==> src/rtl/jtag_spi_bridge_pkg.sv <==
package jtag_spi_bridge_pkg;

  typedef enum logic [2:0] {
    ST_IDLE,
    ST_HDR,
    ST_EXT,
    ST_DATA,
    ST_TAIL,
    ST_WAIT
  } bridgeState_e;

  localparam logic [1:0] MODE_LONG  = 2'd0;
  localparam logic [1:0] MODE_SHORT = 2'd1;
  localparam logic [1:0] MODE_POLL  = 2'd2;

  // strobes from control to datapath for the current TCK edge
  typedef struct packed {
    logic frameOn;   // this edge carries a bit to the flash
    logic sampleEn;  // capture MISO into the TDO register
    logic clear;     // instruction dropped or update: flush datapath
  } bridgeStrobe_t;

endpackage

==> src/rtl/jtag_spi_bridge_ctrl.sv <==
module jtag_spi_bridge_ctrl
  import jtag_spi_bridge_pkg::*;
#(
  parameter int EXT_W = 8
) (
  input  logic          tck,
  input  logic          rstN,
  input  logic          selData,
  input  logic          shiftDr,
  input  logic          updateDr,
  input  logic          tdi,
  output bridgeStrobe_t st
);

  localparam int LEN_W  = EXT_W + 5;
  localparam int EXTC_W = $clog2(EXT_W);

  bridgeState_e          state;
  logic [5:0]            hdrBits;
  logic [2:0]            hdrCnt;
  logic [EXT_W-2:0]      extBits;
  logic [EXTC_W-1:0]     extCnt;
  logic [2:0]            bitCnt;
  logic [LEN_W-1:0]      bytesLeft;
  logic                  pollMode;

  logic                  abortNow;
  logic [6:0]            nextHdr;
  logic [EXT_W-1:0]      nextExt;
  logic [LEN_W-1:0]      longLen;

  always_comb begin
    abortNow    = !selData || updateDr || !shiftDr;
    nextHdr     = {tdi, hdrBits};
    nextExt     = {tdi, extBits};
    longLen     = {nextExt, hdrBits[5:1]};
    st.frameOn  = (state == ST_DATA) && !abortNow;
    st.sampleEn = ((state == ST_DATA) || (state == ST_TAIL)) && !abortNow;
    st.clear    = !selData || updateDr;
  end

  always_ff @(posedge tck) begin
    if (!rstN || abortNow) begin
      state     <= ST_IDLE;
      hdrBits   <= '0;
      hdrCnt    <= '0;
      extBits   <= '0;
      extCnt    <= '0;
      bitCnt    <= '0;
      bytesLeft <= '0;
      pollMode  <= 1'b0;
    end else begin
      unique case (state)
        ST_IDLE: if (tdi) state <= ST_HDR;
        ST_HDR: begin
          hdrBits <= nextHdr[6:1];
          hdrCnt  <= hdrCnt + 3'd1;
          if (hdrCnt == 3'd6) begin
            unique case (nextHdr[1:0])
              MODE_SHORT: begin
                bytesLeft <= LEN_W'(nextHdr[6:2]);
                pollMode  <= 1'b0;
                state     <= (nextHdr[6:2] != 5'd0) ? ST_DATA : ST_WAIT;
              end
              MODE_LONG: state <= ST_EXT;
              MODE_POLL: begin
                pollMode <= 1'b1;
                state    <= ST_DATA;
              end
              default: state <= ST_WAIT;
            endcase
          end
        end
        ST_EXT: begin
          extBits <= nextExt[EXT_W-1:1];
          extCnt  <= extCnt + 1'b1;
          if (extCnt == EXTC_W'(EXT_W - 1)) begin
            bytesLeft <= longLen;
            pollMode  <= 1'b0;
            state     <= (longLen != '0) ? ST_DATA : ST_WAIT;
          end
        end
        ST_DATA: begin
          bitCnt <= bitCnt + 3'd1;
          if (bitCnt == 3'd7 && !pollMode) begin
            if (bytesLeft == LEN_W'(1)) state <= ST_TAIL;
            else bytesLeft <= bytesLeft - 1'b1;
          end
        end
        ST_TAIL: state <= ST_WAIT;
        default: state <= ST_WAIT;
      endcase
    end
  end

  // a counted frame never runs with nothing left to send
  p_bytes_live_r3: assert property (@(posedge tck) disable iff (!rstN)
    (state == ST_DATA && !pollMode) |-> (bytesLeft != '0));

  // a short header with zero length never opens a frame
  p_zero_len_ignored_r5: assert property (@(posedge tck) disable iff (!rstN)
    (state == ST_HDR && hdrCnt == 3'd6 && nextHdr[1:0] == MODE_SHORT &&
     nextHdr[6:2] == 5'd0) |=> (state != ST_DATA));

  // the capture slot after the last counted bit lasts one edge
  p_tail_once_r9: assert property (@(posedge tck) disable iff (!rstN)
    (state == ST_TAIL) |=> (state != ST_TAIL && state != ST_DATA));

endmodule

==> src/rtl/jtag_spi_bridge_dp.sv <==
module jtag_spi_bridge_dp
  import jtag_spi_bridge_pkg::*;
#(
  parameter int                     VER_CHARS = 5,
  parameter logic [8*VER_CHARS-1:0] VER_TEXT  = "2.0  "
) (
  input  logic          tck,
  input  logic          rstN,
  input  bridgeStrobe_t st,
  input  logic          tdi,
  input  logic          spiMiso,
  input  logic          selVer,
  input  logic          shiftDr,
  output logic          spiCsN,
  output logic          clkEn,
  output logic          spiMosi,
  output logic          tdo
);

  localparam int VER_BITS = 8 * (VER_CHARS + 1);
  localparam int VCNT_W   = $clog2(VER_BITS + 1);

  logic              dataTdo;
  logic              verTdo;
  logic [VCNT_W-1:0] vCnt;
  logic              verBitNow;

  always_ff @(posedge tck) begin
    if (!rstN || st.clear) begin
      spiCsN  <= 1'b1;
      clkEn   <= 1'b0;
      spiMosi <= 1'b0;
      dataTdo <= 1'b0;
    end else begin
      spiCsN  <= !st.frameOn;
      clkEn   <= st.frameOn;
      if (st.frameOn) spiMosi <= tdi;
      dataTdo <= st.sampleEn ? spiMiso : 1'b0;
    end
  end

  always_comb begin
    int charIdx;
    int bitIdx;
    charIdx   = int'(vCnt) / 8;
    bitIdx    = int'(vCnt) % 8;
    verBitNow = 1'b0;
    if (charIdx >= 1 && charIdx <= VER_CHARS)
      verBitNow = VER_TEXT[8 * (VER_CHARS - charIdx) + bitIdx];
  end

  always_ff @(posedge tck) begin
    if (!rstN || !selVer || !shiftDr) begin
      vCnt   <= '0;
      verTdo <= 1'b0;
    end else begin
      verTdo <= verBitNow;
      if (vCnt != VCNT_W'(VER_BITS)) vCnt <= vCnt + 1'b1;
    end
  end

  assign tdo = selVer ? verTdo : dataTdo;

  // leaving the shift state closes the frame on the next edge
  p_cs_drop_on_exit_r10: assert property (@(posedge tck) disable iff (!rstN)
    (!shiftDr) |=> spiCsN);

  // the leading byte of the revision scan reads as zero
  p_ver_lead_zero_r12: assert property (@(posedge tck) disable iff (!rstN)
    (selVer && shiftDr && vCnt < VCNT_W'(8)) |=> (verTdo == 1'b0));

endmodule

==> src/rtl/jtag_spi_bridge.sv <==
module jtag_spi_bridge
  import jtag_spi_bridge_pkg::*;
#(
  parameter int                     EXT_W     = 8,
  parameter int                     VER_CHARS = 5,
  parameter logic [8*VER_CHARS-1:0] VER_TEXT  = "2.0  "
) (
  input  logic tck,
  input  logic rstN,
  input  logic selData,
  input  logic selVer,
  input  logic shiftDr,
  input  logic updateDr,
  input  logic tdi,
  output logic tdo,
  output logic spiCsN,
  output logic spiClk,
  output logic spiMosi,
  input  logic spiMiso
);

  bridgeStrobe_t st;
  logic          clkEn;

  jtag_spi_bridge_ctrl #(.EXT_W(EXT_W)) u_ctrl (
    .tck      (tck),
    .rstN     (rstN),
    .selData  (selData),
    .shiftDr  (shiftDr),
    .updateDr (updateDr),
    .tdi      (tdi),
    .st       (st)
  );

  jtag_spi_bridge_dp #(.VER_CHARS(VER_CHARS), .VER_TEXT(VER_TEXT)) u_dp (
    .tck     (tck),
    .rstN    (rstN),
    .st      (st),
    .tdi     (tdi),
    .spiMiso (spiMiso),
    .selVer  (selVer),
    .shiftDr (shiftDr),
    .spiCsN  (spiCsN),
    .clkEn   (clkEn),
    .spiMosi (spiMosi),
    .tdo     (tdo)
  );

  // flash clock rises in the low half of TCK, while MOSI is settled
  assign spiClk = ~tck & clkEn;

  // dropping the instruction leaves the flash idle next edge
  p_deselect_idle_r11: assert property (@(posedge tck) disable iff (!rstN)
    (!selData) |=> (spiCsN && !clkEn));

endmodule

==> config.mk <==
export PLATFORM = sky130hd
export DESIGN_NAME = jtag_spi_bridge
export DESIGN_NICKNAME = d
export VERILOG_FILES = /design/src/rtl/jtag_spi_bridge_pkg.sv /design/src/rtl/jtag_spi_bridge_ctrl.sv /design/src/rtl/jtag_spi_bridge_dp.sv /design/src/rtl/jtag_spi_bridge.sv
export SDC_FILE = /design/constraint.sdc
export NUM_CORES = 1
export LEC_CHECK = 0
export BUFFER_PORTS_ARGS = -buffer_cell sky130_fd_sc_hd__clkbuf_2
export CAP_MARGIN = 20
export CORE_AREA = 8 8 85 87
export DETAILED_ROUTE_END_ITERATION = 6
export DIE_AREA = 0 0 93 95
export PLACE_DENSITY = 0.63
export SLEW_MARGIN = 30
export SYNTH_ARGS = -nofsm -noshare
export SYNTH_HDL_FRONTEND = slang
export SYNTH_SLANG_ARGS = --single-unit
==> constraint.sdc <==
create_clock -name tck -period 2.2 [get_ports tck]
set_input_delay 0.22 -clock tck [delete_from_list [all_inputs] [get_ports tck]]
set_output_delay 0.22 -clock tck [all_outputs]
set_load 0.01 [all_outputs]
# Word level (Yosys, flattened, before mapping)
# Memory sizes are Yosys's and may differ from the RTL's. A register that Yosys moved wholly into a read port is not among the register bits.
# Cells that the tools add are included.
# op_classes
add_sub_neg,7
mul,0
div_mod_pow,0
n_lt_le_gt_ge,2
eq_ne,19
n_shift,0
mux,20
bitwise_logic,4
n_reduce_logical,29
# ops
cell,count
$mux W13,5
$pmux W13 S3,1
$add A32 B4 Y32,1
$mux W3,7
$eq A13 B1 Y1 const B,1
$reduce_bool A13 Y1,1
$sub A13 B1 Y13 const B,1
$eq A3 B3 Y1 const B,4
$pmux W3 S4,1
$add A3 B1 Y3 const B,3
$pmux W3 S3,1
$ne A2 B2 Y1 const B,4
$logic_not A1 Y1,7
$logic_or A1 B1 Y1,7
$add A6 B1 Y6 const B,1
$eq A3 B2 Y1 const B,2
$ne A2 B1 Y1 const B,3
$ne A6 B6 Y1 const B,1
$reduce_and A6 Y1,1
$reduce_and A5 Y1,1
$reduce_bool A5 Y1,1
$logic_and A1 B1 Y1,4
$pmux W1 S2,2
$reduce_and A4 Y1,1
other kinds (15),20
# word_totals
register_bits,49
latchBits,0
ramBits,0
rom_bits,64
input_bits,8
out_inout_bits,4
elab_cells,95
mem_count,1
# memory_table
memory,depth,word_bits,rd,rd_ports_with_merged_regs,write_ports,line_no,text
(no name shown),64,1,1,1,0,jtag_spi_bridge_dp.sv:49,verBitNow = VER_TEXT[8 * (VER_CHARS - charIdx) + bitIdx];

# Depth between registers and ports, before layout
# depth
word_depth,7
depth_mapped,8
ltp_nobuf,7

# By module
# From an unflattened synthesis, not the netlist that was laid out.
# unflattened
hier_cells,335
area_unflattened_um2,2820.2
# by_module_without_submodules
mod,n_inst,cells_per_inst,area_per_inst_um2,seq_area_each_um2
jtag_spi_bridge_ctrl,1,275,2229.6,780.7
jtag_spi_bridge_dp,1,59,576.8,220.2
jtag_spi_bridge,1,1,13.8,0.0

==> metrics <==
CP arrival 2.42 ns; DP HPWL 4.58 mm; largest family of logic cells by synthesized area simple AND/OR/NAND/NOR gates; Worst R2R Path Depth 7; Top-Level Pins 12; CTS tree built; Core Box Area 5820 µm²; vias in the first global route 2261; Die ar. 8840 µm²; Finished Layout Cells 430; Synth area leader dfxtp_1; worst r2r src u_ctrl.bytesLeft[0]; post-route ant nets 0; RSZ-0062 raised after global routing false; die height 95 µm; clock slew at reported path FFs 0.10 ns; min Tclk post-route 2.07 ns; Synth Flop Type dfxtp_1; top cells by area, synth dfxtp_1, ha_1, nor2_1, a21oi_1, nand2_1; setup ws final 0.131 ns; maxcap violations 0; Post-CTS Setup Bufs 0; die width 93 µm; Total Power 1.72 mW; DRT iter0 DRCs 179; synth-to-layout area growth 9.82%; Worst-Margin Slew 0.462 ns; endpoints failing hold 0; Flop pwr share 52.9%; R2R Setup Slk 0.13 ns; Routed WL 6.48 mm; Yosys cell types 62; Avg Cell Area, Syn 8.37 µm²; hold path depth 3; synthesis-stage register bit count 50; Synth Net Count 363; Vias 2439; Seq/Total Area, Yosys 35.1%; Avg Vias per Cell 5.67; hold crit path type in -> reg; Setup violations, final 0; slew margin rel. 69.1%; first-pass GRT wire length 11.1 mm; Synth Area in Compound Gates 20.3%; largest net degree at the start of global routing 37; Placed Cells 418; Net count, final 376; fraction of registers with async set/reset 0%; total global-route track usage 15.6%; crit path max fanout 6; worst hold endpoint u_dp.dataTdo; CP Data Required Time 2.55 ns; initial standard-cell utilization of the core 49.1%; clk_lat worst skew 0.41 ns; VDD IR max 473 µV; PwrDens 549 nW/µm²; final instance area 3130 µm²; Switching Fraction 22.1%; Post-Place Setup Slack 0.0580 ns; mux share of post-synthesis cell area 3.90%; GP Congestion 0.872; Synth Warn # 0; post-synthesis xor/xnor area fraction 4.91%; drt drc 0; clock share of power 42.9%; share of cells above drive strength 1 14.9%; path type of the worst setup path reg -> reg; clk_skew 0.00874 ns; mapped cell area 2850 µm²; FMAX 483 MHz; Layout Utilization 53.9%; Post-Synth Simple-Gate Area 23.2%; # rows 28; global route overflow 0; fin crit share 94.0%; port bufs 11; Setup TNS 0 ns; Final Max Tran Viols 0; DRT Pass-1 Iters 4; Hold Startpoint spiMiso; status finished, final reports clean; Switch Pwr 0.381 mW; total internal power 1.34 mW; Worst setup SP type register; CP endpoint kind register; LEAKAGE 1.16 nW; post-synth top area share 35.1%; Syn Inst Count 341; antenna violations before repair 0; number of synthesized flops with an enable pin 0; combinational power share 4.2%; Hold WS 0.0199 ns; post-place instance area 2960 µm²; Antenna diodes 0; Adder-Cell Fraction of Synth Area 6.14%; RR Endpoint u_ctrl.bytesLeft[10]; drt wl/cell 15.1 µm
==> final cells by class <==
type	instances	area, µm²
multi-input combinational	257	1690
tap	75	93.8
timing repair buffer	24	158
inverter	12	45.0
clock buffer	11	143
clock inverter	1	8.76
fill	563	2680
sequential	50	1000
==> synth_stat cells, types with 2 or more instances <==
| cell | instances |
|---|---|
| nand2_1 | 31 |
| nand3b_1 | 2 |
| nor2b_1 | 2 |
| a31oi_1 | 4 |
| nand2b_1 | 2 |
| nor3_1 | 9 |
| and3_1 | 4 |
| a211oi_1 | 11 |
| nor4_2 | 3 |
| mux2i_1 | 10 |
| o22ai_1 | 3 |
| nor2_1 | 39 |
| ha_1 | 14 |
| o31ai_1 | 5 |
| a21oi_1 | 29 |
| inv_1 | 12 |
| o211ai_1 | 3 |
| nor4_1 | 2 |
| xor2_1 | 6 |
| nand3_1 | 7 |
| clkbuf_1 | 13 |
| dfxtp_1 | 50 |
| or3_1 | 2 |
| nor3b_1 | 2 |
| xnor2_1 | 10 |
| or4_1 | 5 |
| buf_6 | 3 |
| clkbuf_8 | 3 |
| a311oi_1 | 2 |
| o21ai_0 | 21 |
==> worst max path at each step <==
stage | from | cells past startpoint | slack (ns) | endpoint
finish | u_ctrl.bytesLeft[0] | 7 | 0.13 | u_ctrl.bytesLeft[10]
global route | u_ctrl.bytesLeft[0] | 7 | 0.01 | u_ctrl.bytesLeft[10]
CTS | u_ctrl.extCnt[0] | 7 | 0.05 | u_ctrl.bytesLeft[11]
detailed placement | u_ctrl.extCnt[0] | 7 | 0.06 | u_ctrl.bytesLeft[11]
global placement | u_ctrl.bytesLeft[0] | 7 | 0.12 | u_ctrl.bytesLeft[10]
floorplan | u_ctrl.bytesLeft[0] | 7 | 0.29 | u_ctrl.bytesLeft[10]
==> flip-flops by register name, indices dropped and copies added (netlist names) <==
| name | cells |
|---|---|
| u_ctrl.extCnt | 3 |
| u_ctrl.pollMode | 1 |
| u_dp.dataTdo | 1 |
| u_dp.clkEn | 1 |
| u_dp.spiMosi | 1 |
| u_ctrl.bitCnt | 3 |
| u_ctrl.hdrBits | 6 |
| u_ctrl.extBits | 7 |
| u_ctrl.hdrCnt | 3 |
| u_dp.verTdo | 1 |
| u_dp.vCnt | 6 |
| u_dp.spiCsN | 1 |
| u_ctrl.bytesLeft | 13 |
| u_ctrl.state | 3 |
==> placed cells by master, fill, tap and decap left out, types with 4 or more instances in the layout <==
master,n
a211oi_1,11
a21oi_1,29
a31oi_1,4
and3_1,4
buf_4,13
clkbuf_2,11
clkbuf_8,10
dfxtp_1,50
ha_1,13
inv_1,12
mux2i_1,10
nand2_1,31
nand3_1,7
nor2_1,38
nor3_1,9
o21ai_0,20
o31ai_1,5
or4_1,5
xnor2_1,10
xor2_1,6
==> power by group through the flow <==
stage | combinational (mW) | clock (mW) | sequential [mW]
4_1_cts | 0.0722 | 0.769 | 0.909
6_report | 0.0728 | 0.738 | 0.909
2_1_floorplan | 0.0496 | 0.000115 | 0.929
3_5_place_dp | 0.0703 | 0.000115 | 0.930
3_3_place_gp | 0.0703 | 0.000115 | 0.930
5_1_grt | 0.0800 | 0.796 | 0.910
==> repair_timing <==
action,CTS,global route
setup endpoints to repair,0,12
hold endpoints to repair,1,0
hold buffers,1,0
resized for setup,0,5
==> logic make-up after synthesis <==
family | count (synthesis)
buffers and inverters | 34
XOR/XNOR | 16
AO/OA/AOI/OAI | 92
flip-flops | 50
multiplexers | 11
adder cells (fa/ha/maj) | 14
AND/OR/NAND/NOR | 124
==> layer usage <==
layer  share of wire, %  routed length [µm]  GRT usage (%)  up-vias
met1                 50                3240           21.6     1125
met3                4.4                 285           3.49        5
met5                  0                   0              0        -
met2                 45                2920           22.5       61
met4               0.62                  40           6.98        0
li1                   -                   -              -     1248
==> critical path, stage by stage (launching register included) <==
cell and delay [ns]:
dfxtp_1 0.37, inv_1 0.13, ha_4 0.17, or3b_4 0.41
or4_1 0.47, a31oi_1 0.19, nand4bb_1 0.12, a21oi_1 0.15
(Power assumes the default switching activity.)
